**src/rtl/i2cr_pkg.sv**
```systemverilog
// Shared types and constants for the I2C register-bank target.
// Assumes: register defaults are a pure function of the register index.
package i2cr_pkg;

    // Bus protocol phases of the target engine.
    typedef enum logic [2:0] {
        ST_IDLE,
        ST_ADDR,
        ST_PTR,
        ST_WDAT,
        ST_ACK,
        ST_RDAT,
        ST_MACK
    } bus_state_t;

    // Default contents of register idx: top bit set, index in low bits.
    function automatic logic [7:0] reg_default(input int unsigned idx);
        return 8'h80 | 8'(idx);
    endfunction

endpackage

```
**src/rtl/i2cr_line_sync.sv**
```systemverilog
// Synchronizes SCL/SDA into the clk domain and derives SCL edges and
// START/STOP events. Assumes clk runs many times faster than SCL.
module i2cr_line_sync #(
    parameter int STAGES = 2
) (
    input  logic clk,
    input  logic rst_n,
    input  logic scl_i,
    input  logic sda_i,
    output logic sda_lvl,
    output logic scl_rise,
    output logic scl_fall,
    output logic start_det,
    output logic stop_det
);

    logic [STAGES-1:0] scl_sh;
    logic [STAGES-1:0] sda_sh;
    logic              scl_lvl;
    logic              scl_d;
    logic              sda_d;

    // Shift both lines through the synchronizer chain (idle high).
    always_ff @(posedge clk) begin
        if (!rst_n) begin
            scl_sh <= '1;
            sda_sh <= '1;
        end else begin
            for (int k = STAGES - 1; k > 0; k--) begin
                scl_sh[k] <= scl_sh[k-1];
                sda_sh[k] <= sda_sh[k-1];
            end
            scl_sh[0] <= scl_i;
            sda_sh[0] <= sda_i;
        end
    end

    assign scl_lvl = scl_sh[STAGES-1];
    assign sda_lvl = sda_sh[STAGES-1];

    // Hold the previous synchronized levels for edge detection.
    always_ff @(posedge clk) begin
        if (!rst_n) begin
            scl_d <= 1'b1;
            sda_d <= 1'b1;
        end else begin
            scl_d <= scl_lvl;
            sda_d <= sda_lvl;
        end
    end

    assign scl_rise  = scl_lvl & ~scl_d;
    assign scl_fall  = ~scl_lvl & scl_d;
    assign start_det = scl_lvl & scl_d & sda_d & ~sda_lvl;
    assign stop_det  = scl_lvl & scl_d & ~sda_d & sda_lvl;

endmodule

```
**src/rtl/i2cr_strap_decode.sv**
```systemverilog
// Turns two three-level strap codes into the 7-bit device address and
// flags the both-high combination that hands the port to another engine.
// Assumes straps are static during a session.
module i2cr_strap_decode #(
    parameter logic [3:0] PREFIX = 4'b1101
) (
    input  logic [1:0] pin_hi,
    input  logic [1:0] pin_lo,
    output logic [6:0] dev_addr,
    output logic       i2c_off
);

    // Map a strap code to its level: low 0, open 1, high 2.
    function automatic logic [3:0] level_of(input logic [1:0] code);
        case (code)
            2'b00:   return 4'd0;
            2'b10:   return 4'd2;
            default: return 4'd1;
        endcase
    endfunction

    logic [3:0] combo;

    // Order the nine combinations by (upper, lower) level.
    always_comb begin
        combo    = level_of(pin_hi) * 4'd3 + level_of(pin_lo);
        i2c_off  = (combo == 4'd8);
        dev_addr = {PREFIX, combo[2:0]};
    end

endmodule

```
**src/rtl/i2cr_regfile.sv**
```systemverilog
// Bank of NREG 8-bit registers with master reset, a soft-reset bit and
// a pair of sticky write-1-to-clear event flags feeding an interrupt.
// Assumes wr_en is a single-cycle strobe from the bus engine.
module i2cr_regfile
    import i2cr_pkg::*;
#(
    parameter int NREG     = 9,
    parameter int PW       = 4,
    parameter int SRST_IDX = 6,
    parameter int SRST_BIT = 4,
    parameter int FLAG_IDX = 7,
    parameter int FLAG_LSB = 5
) (
    input  logic            clk,
    input  logic            rst_n,
    input  logic            mrst,
    input  logic            wr_en,
    input  logic [PW-1:0]   wr_idx,
    input  logic [7:0]      wr_data,
    input  logic [1:0]      evt,
    output logic [NREG*8-1:0] regs_flat,
    output logic            irq
);

    localparam logic [7:0] FMASK = 8'h03 << FLAG_LSB;

    // Packed default image of the whole bank.
    function automatic logic [NREG*8-1:0] bank_defaults();
        logic [NREG*8-1:0] img;
        img = '0;
        for (int k = 0; k < NREG; k++) img[8*k +: 8] = reg_default(k);
        return img;
    endfunction

    localparam logic [NREG*8-1:0] DFLT = bank_defaults();

    logic [7:0] q [NREG];
    logic       soft_rst;
    logic       clr;
    logic [7:0] evt_bits;

    assign soft_rst = wr_en && (wr_idx == PW'(SRST_IDX)) && wr_data[SRST_BIT];
    assign clr      = !rst_n || mrst || soft_rst;
    assign evt_bits = 8'({6'b0, evt}) << FLAG_LSB;

    for (genvar g = 0; g < NREG; g++) begin : g_reg
        if (g == FLAG_IDX) begin : g_flag
            // Flag register: plain bits plus sticky, write-1-clear flags.
            always_ff @(posedge clk) begin
                if (clr)
                    q[g] <= reg_default(g);
                else if (wr_en && wr_idx == PW'(g))
                    q[g] <= (wr_data & ~FMASK) | (q[g] & FMASK & ~wr_data) | evt_bits;
                else
                    q[g] <= q[g] | evt_bits;
            end
        end else begin : g_plain
            // Plain register: load on a matching write strobe.
            always_ff @(posedge clk) begin
                if (clr)
                    q[g] <= reg_default(g);
                else if (wr_en && wr_idx == PW'(g))
                    q[g] <= wr_data;
            end
        end
        assign regs_flat[8*g +: 8] = q[g];
    end

    assign irq = |(q[FLAG_IDX] & FMASK);

    AST_MRST_DEFAULTS: assert property (@(posedge clk) disable iff (!rst_n)
        mrst |=> regs_flat == DFLT);
    AST_SOFT_RESET: assert property (@(posedge clk) disable iff (!rst_n)
        (wr_en && wr_idx == PW'(SRST_IDX) && wr_data[SRST_BIT]) |=> regs_flat == DFLT);
    AST_IRQ_QUIET_IN_MRST: assert property (@(posedge clk) disable iff (!rst_n)
        mrst |=> !irq);

endmodule

```
**src/rtl/i2cr_target_bank.sv**
```systemverilog
// I2C target giving a master access to an NREG-register bank with a
// pointer that auto-increments on writes and reads. Assumes clk is at
// least ~16x the SCL rate and no clock stretching is needed.
module i2cr_target_bank
    import i2cr_pkg::*;
#(
    parameter int         NREG        = 9,
    parameter int         SYNC_STAGES = 2,
    parameter logic [3:0] PREFIX      = 4'b1101
) (
    input  logic              clk,
    input  logic              rst_n,
    input  logic              mrst,
    input  logic              scl_i,
    input  logic              sda_i,
    input  logic [1:0]        strap_hi,
    input  logic [1:0]        strap_lo,
    input  logic [1:0]        evt_i,
    output logic              sda_oe,
    output logic [NREG*8-1:0] cfg_o,
    output logic              irq_o
);

    localparam int PW = $clog2(NREG + 1);

    logic          sda_lvl, scl_rise, scl_fall, start_det, stop_det;
    logic [6:0]    dev_addr;
    logic          i2c_off;
    logic          bus_rst;
    bus_state_t    state, after_ack;
    logic [3:0]    cnt;
    logic [7:0]    shreg;
    logic [7:0]    txb;
    logic [PW-1:0] ptr;
    logic          more;
    logic          byte_end;
    logic          bit_in;
    logic          ptr_ok;
    logic [7:0]    rd_byte;
    logic          wr_en;

    i2cr_line_sync #(.STAGES(SYNC_STAGES)) u_sync (
        .clk       (clk),
        .rst_n     (rst_n),
        .scl_i     (scl_i),
        .sda_i     (sda_i),
        .sda_lvl   (sda_lvl),
        .scl_rise  (scl_rise),
        .scl_fall  (scl_fall),
        .start_det (start_det),
        .stop_det  (stop_det)
    );

    i2cr_strap_decode #(.PREFIX(PREFIX)) u_strap (
        .pin_hi   (strap_hi),
        .pin_lo   (strap_lo),
        .dev_addr (dev_addr),
        .i2c_off  (i2c_off)
    );

    i2cr_regfile #(.NREG(NREG), .PW(PW)) u_regs (
        .clk       (clk),
        .rst_n     (rst_n),
        .mrst      (mrst),
        .wr_en     (wr_en),
        .wr_idx    (ptr),
        .wr_data   (shreg),
        .evt       (evt_i),
        .regs_flat (cfg_o),
        .irq       (irq_o)
    );

    assign bus_rst  = !rst_n || mrst;
    assign byte_end = scl_fall && (cnt == 4'd8);
    assign bit_in   = scl_rise && (cnt < 4'd8);
    assign ptr_ok   = ptr < PW'(NREG);

    // Select the byte to transmit: register at pointer, else filler.
    always_comb begin
        rd_byte = 8'hFF;
        for (int k = 0; k < NREG; k++)
            if (ptr == PW'(k)) rd_byte = cfg_o[8*k +: 8];
    end

    // Strobe a register write at the end of an in-range data byte.
    assign wr_en = !bus_rst && !i2c_off && !start_det && !stop_det
                   && (state == ST_WDAT) && byte_end && ptr_ok;

    // Protocol engine: address, pointer, data and acknowledge phases.
    always_ff @(posedge clk) begin
        if (bus_rst) begin
            state     <= ST_IDLE;
            after_ack <= ST_IDLE;
            cnt       <= '0;
            shreg     <= '0;
            txb       <= '0;
            ptr       <= '0;
            more      <= 1'b0;
            sda_oe    <= 1'b0;
        end else if (i2c_off || stop_det) begin
            state  <= ST_IDLE;
            sda_oe <= 1'b0;
        end else if (start_det) begin
            state  <= ST_ADDR;
            cnt    <= '0;
            sda_oe <= 1'b0;
        end else begin
            case (state)
                ST_ADDR: begin
                    if (bit_in) begin
                        shreg <= {shreg[6:0], sda_lvl};
                        cnt   <= cnt + 4'd1;
                    end else if (byte_end) begin
                        if (shreg[7:1] == dev_addr) begin
                            sda_oe    <= 1'b1;
                            state     <= ST_ACK;
                            after_ack <= shreg[0] ? ST_RDAT : ST_PTR;
                        end else begin
                            state <= ST_IDLE;
                        end
                    end
                end
                ST_PTR: begin
                    if (bit_in) begin
                        shreg <= {shreg[6:0], sda_lvl};
                        cnt   <= cnt + 4'd1;
                    end else if (byte_end) begin
                        if (shreg < 8'(NREG)) begin
                            ptr       <= shreg[PW-1:0];
                            sda_oe    <= 1'b1;
                            state     <= ST_ACK;
                            after_ack <= ST_WDAT;
                        end else begin
                            state <= ST_IDLE;
                        end
                    end
                end
                ST_WDAT: begin
                    if (bit_in) begin
                        shreg <= {shreg[6:0], sda_lvl};
                        cnt   <= cnt + 4'd1;
                    end else if (byte_end) begin
                        if (ptr_ok) begin
                            ptr       <= ptr + 1'b1;
                            sda_oe    <= 1'b1;
                            state     <= ST_ACK;
                            after_ack <= ST_WDAT;
                        end else begin
                            state <= ST_IDLE;
                        end
                    end
                end
                ST_ACK: begin
                    if (scl_fall) begin
                        cnt <= '0;
                        if (after_ack == ST_RDAT) begin
                            txb    <= rd_byte;
                            sda_oe <= ~rd_byte[7];
                            if (ptr_ok) ptr <= ptr + 1'b1;
                        end else begin
                            sda_oe <= 1'b0;
                        end
                        state <= after_ack;
                    end
                end
                ST_RDAT: begin
                    if (scl_fall) begin
                        if (cnt < 4'd7) begin
                            sda_oe <= ~txb[6];
                            txb    <= {txb[6:0], 1'b0};
                            cnt    <= cnt + 4'd1;
                        end else begin
                            sda_oe <= 1'b0;
                            state  <= ST_MACK;
                        end
                    end
                end
                ST_MACK: begin
                    if (scl_rise) begin
                        more <= ~sda_lvl;
                    end else if (scl_fall) begin
                        if (more) begin
                            cnt    <= '0;
                            txb    <= rd_byte;
                            sda_oe <= ~rd_byte[7];
                            if (ptr_ok) ptr <= ptr + 1'b1;
                            state  <= ST_RDAT;
                        end else begin
                            state <= ST_IDLE;
                        end
                    end
                end
                default: state <= ST_IDLE;
            endcase
        end
    end

    AST_QUIET_WHEN_OFF: assert property (@(posedge clk) disable iff (!rst_n)
        $past(i2c_off) |-> !sda_oe);
    AST_START_TO_ADDR: assert property (@(posedge clk) disable iff (!rst_n)
        (start_det && !i2c_off && !mrst) |=> state == ST_ADDR);
    AST_STOP_TO_IDLE: assert property (@(posedge clk) disable iff (!rst_n)
        stop_det |=> (state == ST_IDLE && !sda_oe));
    AST_PTR_KEPT_ON_START: assert property (@(posedge clk) disable iff (!rst_n)
        (start_det && !mrst) |=> $stable(ptr));
    AST_DRIVE_SLOTS: assert property (@(posedge clk) disable iff (!rst_n)
        sda_oe |-> (state == ST_ACK || state == ST_RDAT));

endmodule

```
**config.mk**
```make
export PLATFORM = sky130hd
export DESIGN_NAME = i2cr_target_bank
export DESIGN_NICKNAME = d
export VERILOG_FILES = /design/src/rtl/i2cr_pkg.sv /design/src/rtl/i2cr_line_sync.sv /design/src/rtl/i2cr_strap_decode.sv /design/src/rtl/i2cr_regfile.sv /design/src/rtl/i2cr_target_bank.sv
export SDC_FILE = /design/constraint.sdc
export NUM_CORES = 1
export LEC_CHECK = 0
export BUFFER_PORTS_ARGS = -buffer_cell sky130_fd_sc_hd__buf_2
export CAP_MARGIN = 10
export CELL_PAD_IN_SITES_DETAIL_PLACEMENT = 1
export CELL_PAD_IN_SITES_GLOBAL_PLACEMENT = 1
export CORE_MARGIN = 2
export CORE_UTILIZATION = 30
export CTS_BUF_LIST = sky130_fd_sc_hd__clkbuf_16
export CTS_CLUSTER_DIAMETER = 60
export DETAILED_ROUTE_END_ITERATION = 7
export PLACE_DENSITY = 0.68
export SLEW_MARGIN = 30
export SYNTH_ARGS = -nofsm -noshare
export SYNTH_HDL_FRONTEND = slang
export SYNTH_HIERARCHICAL = 1
export SYNTH_SLANG_ARGS = --single-unit
```
**constraint.sdc**
```tcl
create_clock -name clk -period 9.7 [get_ports clk]
set_clock_uncertainty 0.15 [all_clocks]
set_input_delay 0.97 -clock clk [delete_from_list [all_inputs] [get_ports clk]]
set_output_delay 0.97 -clock clk [all_outputs]
set_load 0.005 [all_outputs]
```
==> flow_summary.yaml <==
outcome:
  status: "completed"
logic_synthesis:
  synth_top_area_frac: 0.374
  avgSynthCellArea_um2: 9.82
  yosys_warnings: 6
  synth_area_leaders: "edfxtp_1 (37%), dfxtp_1 (13%), nor2_1 (5.1%), nand2_1 (4.3%), a21oi_1 (2.9%)"
  synthTopCellsByCount: "nor2_1 (79), edfxtp_1 (72), nand2_1 (66)"
  syn-instance-count: 588
  ys_seq_elements: 109
  syn_area_um2: 5770
  synth_edf_count: 72
  synth_most_common_cell: "nor2_1"
  ys_seq_area_frac: 0.503
  synth-main-ff-cell: "edfxtp_1"
  yosys.area.top_type: "edfxtp_1"
  synthArstFlopShare: 0
  synth_cell_types: 81
cts:
  cts_made_buffers: 9
  clock-sinks: 109
  cts_tree: "yes"
  htreeDepth: 3
  ctsResizeCount: 0
  ctsHoldBuffers: 0
  clockRootBuffer: "clkbuf_16"
  clk_latency_ns: 0.36
  clkTransAtPathRegs_ns: 0.08
  cts.path.max_buffers: 2
  post_cts_buffers: 0
worst_setup_path:
  worstPathArrival_ns: 5.30
  worst-endpoint-required_ns: 9.57
  crit_start: "strap_hi[0]"
  r2r-start: "ptr[0]"
  slowest_stage: "nor4_1"
  path_cells: "buf_2 > or2_1 > ha_1 > ha_1 > fa_1 > nor4b_2 > nor3_2 > nand2_1 > nor4_1 > nor3b_2 > nand2_1 > nand2_1"
  critPathKind: "input port to flip-flop"
  crit_family: "simple AND/OR/NAND/NOR gates"
  critPathBufInv: 1
  slowest_delay_ns: 0.97
  crit_path_frequent_cell: "nand2_1"
  critPathLaunchType: "input port"
  cp-end-kind: "flip-flop"
  cp_max_fo: 10
timing:
  rsz0062_at_grt: "false"
  hold_violations: 0
  hold_ws_ns: 0.267
  setup_tns_ns: 0
  finalSetupViolations: 0
  max_freq_mhz: 184
  slew_headroom: 0.275
  max_slew.worst_pin.slew_ns: 1.08
  period_minus_slack_ns: 5.43
  period_share: 0.560
  drv_slew: 0
  worst_slack_ns: 4.27
global_route:
  grt_pass1_vias: 5006
  grt.total_usage: 0.198
  grt_max_degree: 21
  antenna_found_initial: 1
  overflow: 0
  grt_pass1_wl_um: 30100
routing:
  totalWireLength_um: 19800
  drt-wirelength-per-cell_um: 22.2
  drt_pre_antenna_iters: 5
  drcViolationCount: 0
  viasPerCell: 5.54
  drt_iter0_drc: 424
  final_antenna_net_count: 0
  num_vias: 4939
cells_and_area:
  drive_gt1_frac: 0.189
  fillCellCount: 2169
  area_growth_pct: 14.9
  n_antenna_cell: 0
  seqCellArea_um2: 2900
  nets: 674
  multi_input_area_um2: 2650
  final_cells: 891
  design_area_um2: 6630
floorplanning:
  start_util: 0.308
  coreArea_um2: 18800
  rows: 50
  die_y_um: 143
  die_area_um2: 20400
  die_w_um: 143
  ios: 85
place:
  pre_cts_slack_ns: 3.99
  dpl_cell_area_um2: 6320
  dp_cells: 875
  finalWeightedCongestion: 0.895
  io_buffers: 84
  dpl.hpwl_um: 15000
worst_hold_path:
  min-delay-start: "u_sync/scl_sh[0]"
  hp-class: "flip-flop to flip-flop"
power:
  powerDensity_nw_per_um2: 146
  leakagePower_nw: 2.29
  irDropWorstVdd_mv: 0.0871
job:
  maxCapViolations: 0
[per-stage QoR]
stage	util	power, mW
floorplan	-	0.558
global placement	0.336	0.589
detailed placement	0.337	0.591
CTS	0.353	0.976
global route	0.353	0.999
finish	0.353	0.968
[final cells by class]
class | instances | area share
flip-flops and latches | 109 | 0.438
multi-input cells | 433 | 0.399
repair buffers | 84 | 0.0634
well taps | 234 | 0.0441
clock buffers | 10 | 0.0377
clock inverters | 6 | 0.00962
inverters | 15 | 0.00849
[worst paths after layout]
check / endpoint / slack (ns) / depth (start not counted)
setup / recovery: u_regs/q[1][0] / 4.27 / 12
hold / removal: u_sync/scl_sh[1] / 0.27 / 1
setup reg to reg: u_regs/q[1][0] / 5.30 / 9
hold reg to reg: u_sync/scl_sh[1] / 0.27 / 1
[layer usage]
| layer | vias to the layer above | wire (um) | track usage |
|---|---|---|---|
| met2 | 174 | 9180 | 0.315 |
| met3 | 34 | 1290 | 0.0369 |
| met1 | 2472 | 8800 | 0.272 |
| met5 | - | 13 | 0 |
| met4 | 2 | 520 | 0.0688 |
| li1 | 2257 | - | - |
[flip-flops by register name, summed over array words and instances (netlist names)]
name / flops
after_ack: 3
sda_oe: 1
ptr: 4
u_sync/scl_d: 1
state: 3
u_regs/q: 72
u_sync/sda_sh: 2
u_sync/scl_sh: 2
txb: 7
more: 1
shreg: 8
u_sync/sda_d: 1
cnt: 4
[cells in the final DEF, fill, tap and decap left out, drive strengths merged, types with 4 or more instances in the layout]
master / count
o21a: 6
buf: 84
or2: 4
conb: 7
nor4: 4
edfxtp: 72
inv: 15
clkinv: 5
nor4b: 4
nor2: 80
mux2i: 11
nand2b: 23
nor3: 6
a32o: 4
nor3b: 6
ha: 10
o31ai: 9
nand4: 5
o211ai: 5
nand2: 66
xnor2: 7
a211oi: 6
o22ai: 15
clkbuf: 10
o21ai: 36
and2: 7
nor2b: 14
dfxtp: 37
or3: 4
nand3: 11
a21oi: 34
[where the power goes]
part / switching [mW] / total [mW] / leakage (nW) / internal, mW
Clock: 0.181 / 0.387 / 0.161 / 0.206
Sequential: 0.0149 / 0.525 / 1.04 / 0.510
Combinational: 0.0336 / 0.0559 / 1.09 / 0.0223
[logic make-up after synthesis]
logic type | count (synthesis) | synth area share
buffers and inverters | 49 | 0.0416
XOR/XNOR | 7 | 0.0106
adder cells (fa/ha/maj) | 11 | 0.0251
AO/OA/AOI/OAI | 149 | 0.173
AND/OR/NAND/NOR | 246 | 0.222
multiplexers | 13 | 0.0230
flip-flops | 109 | 0.503
other | 4 | 0.00260
(Power assumes the default switching activity.)
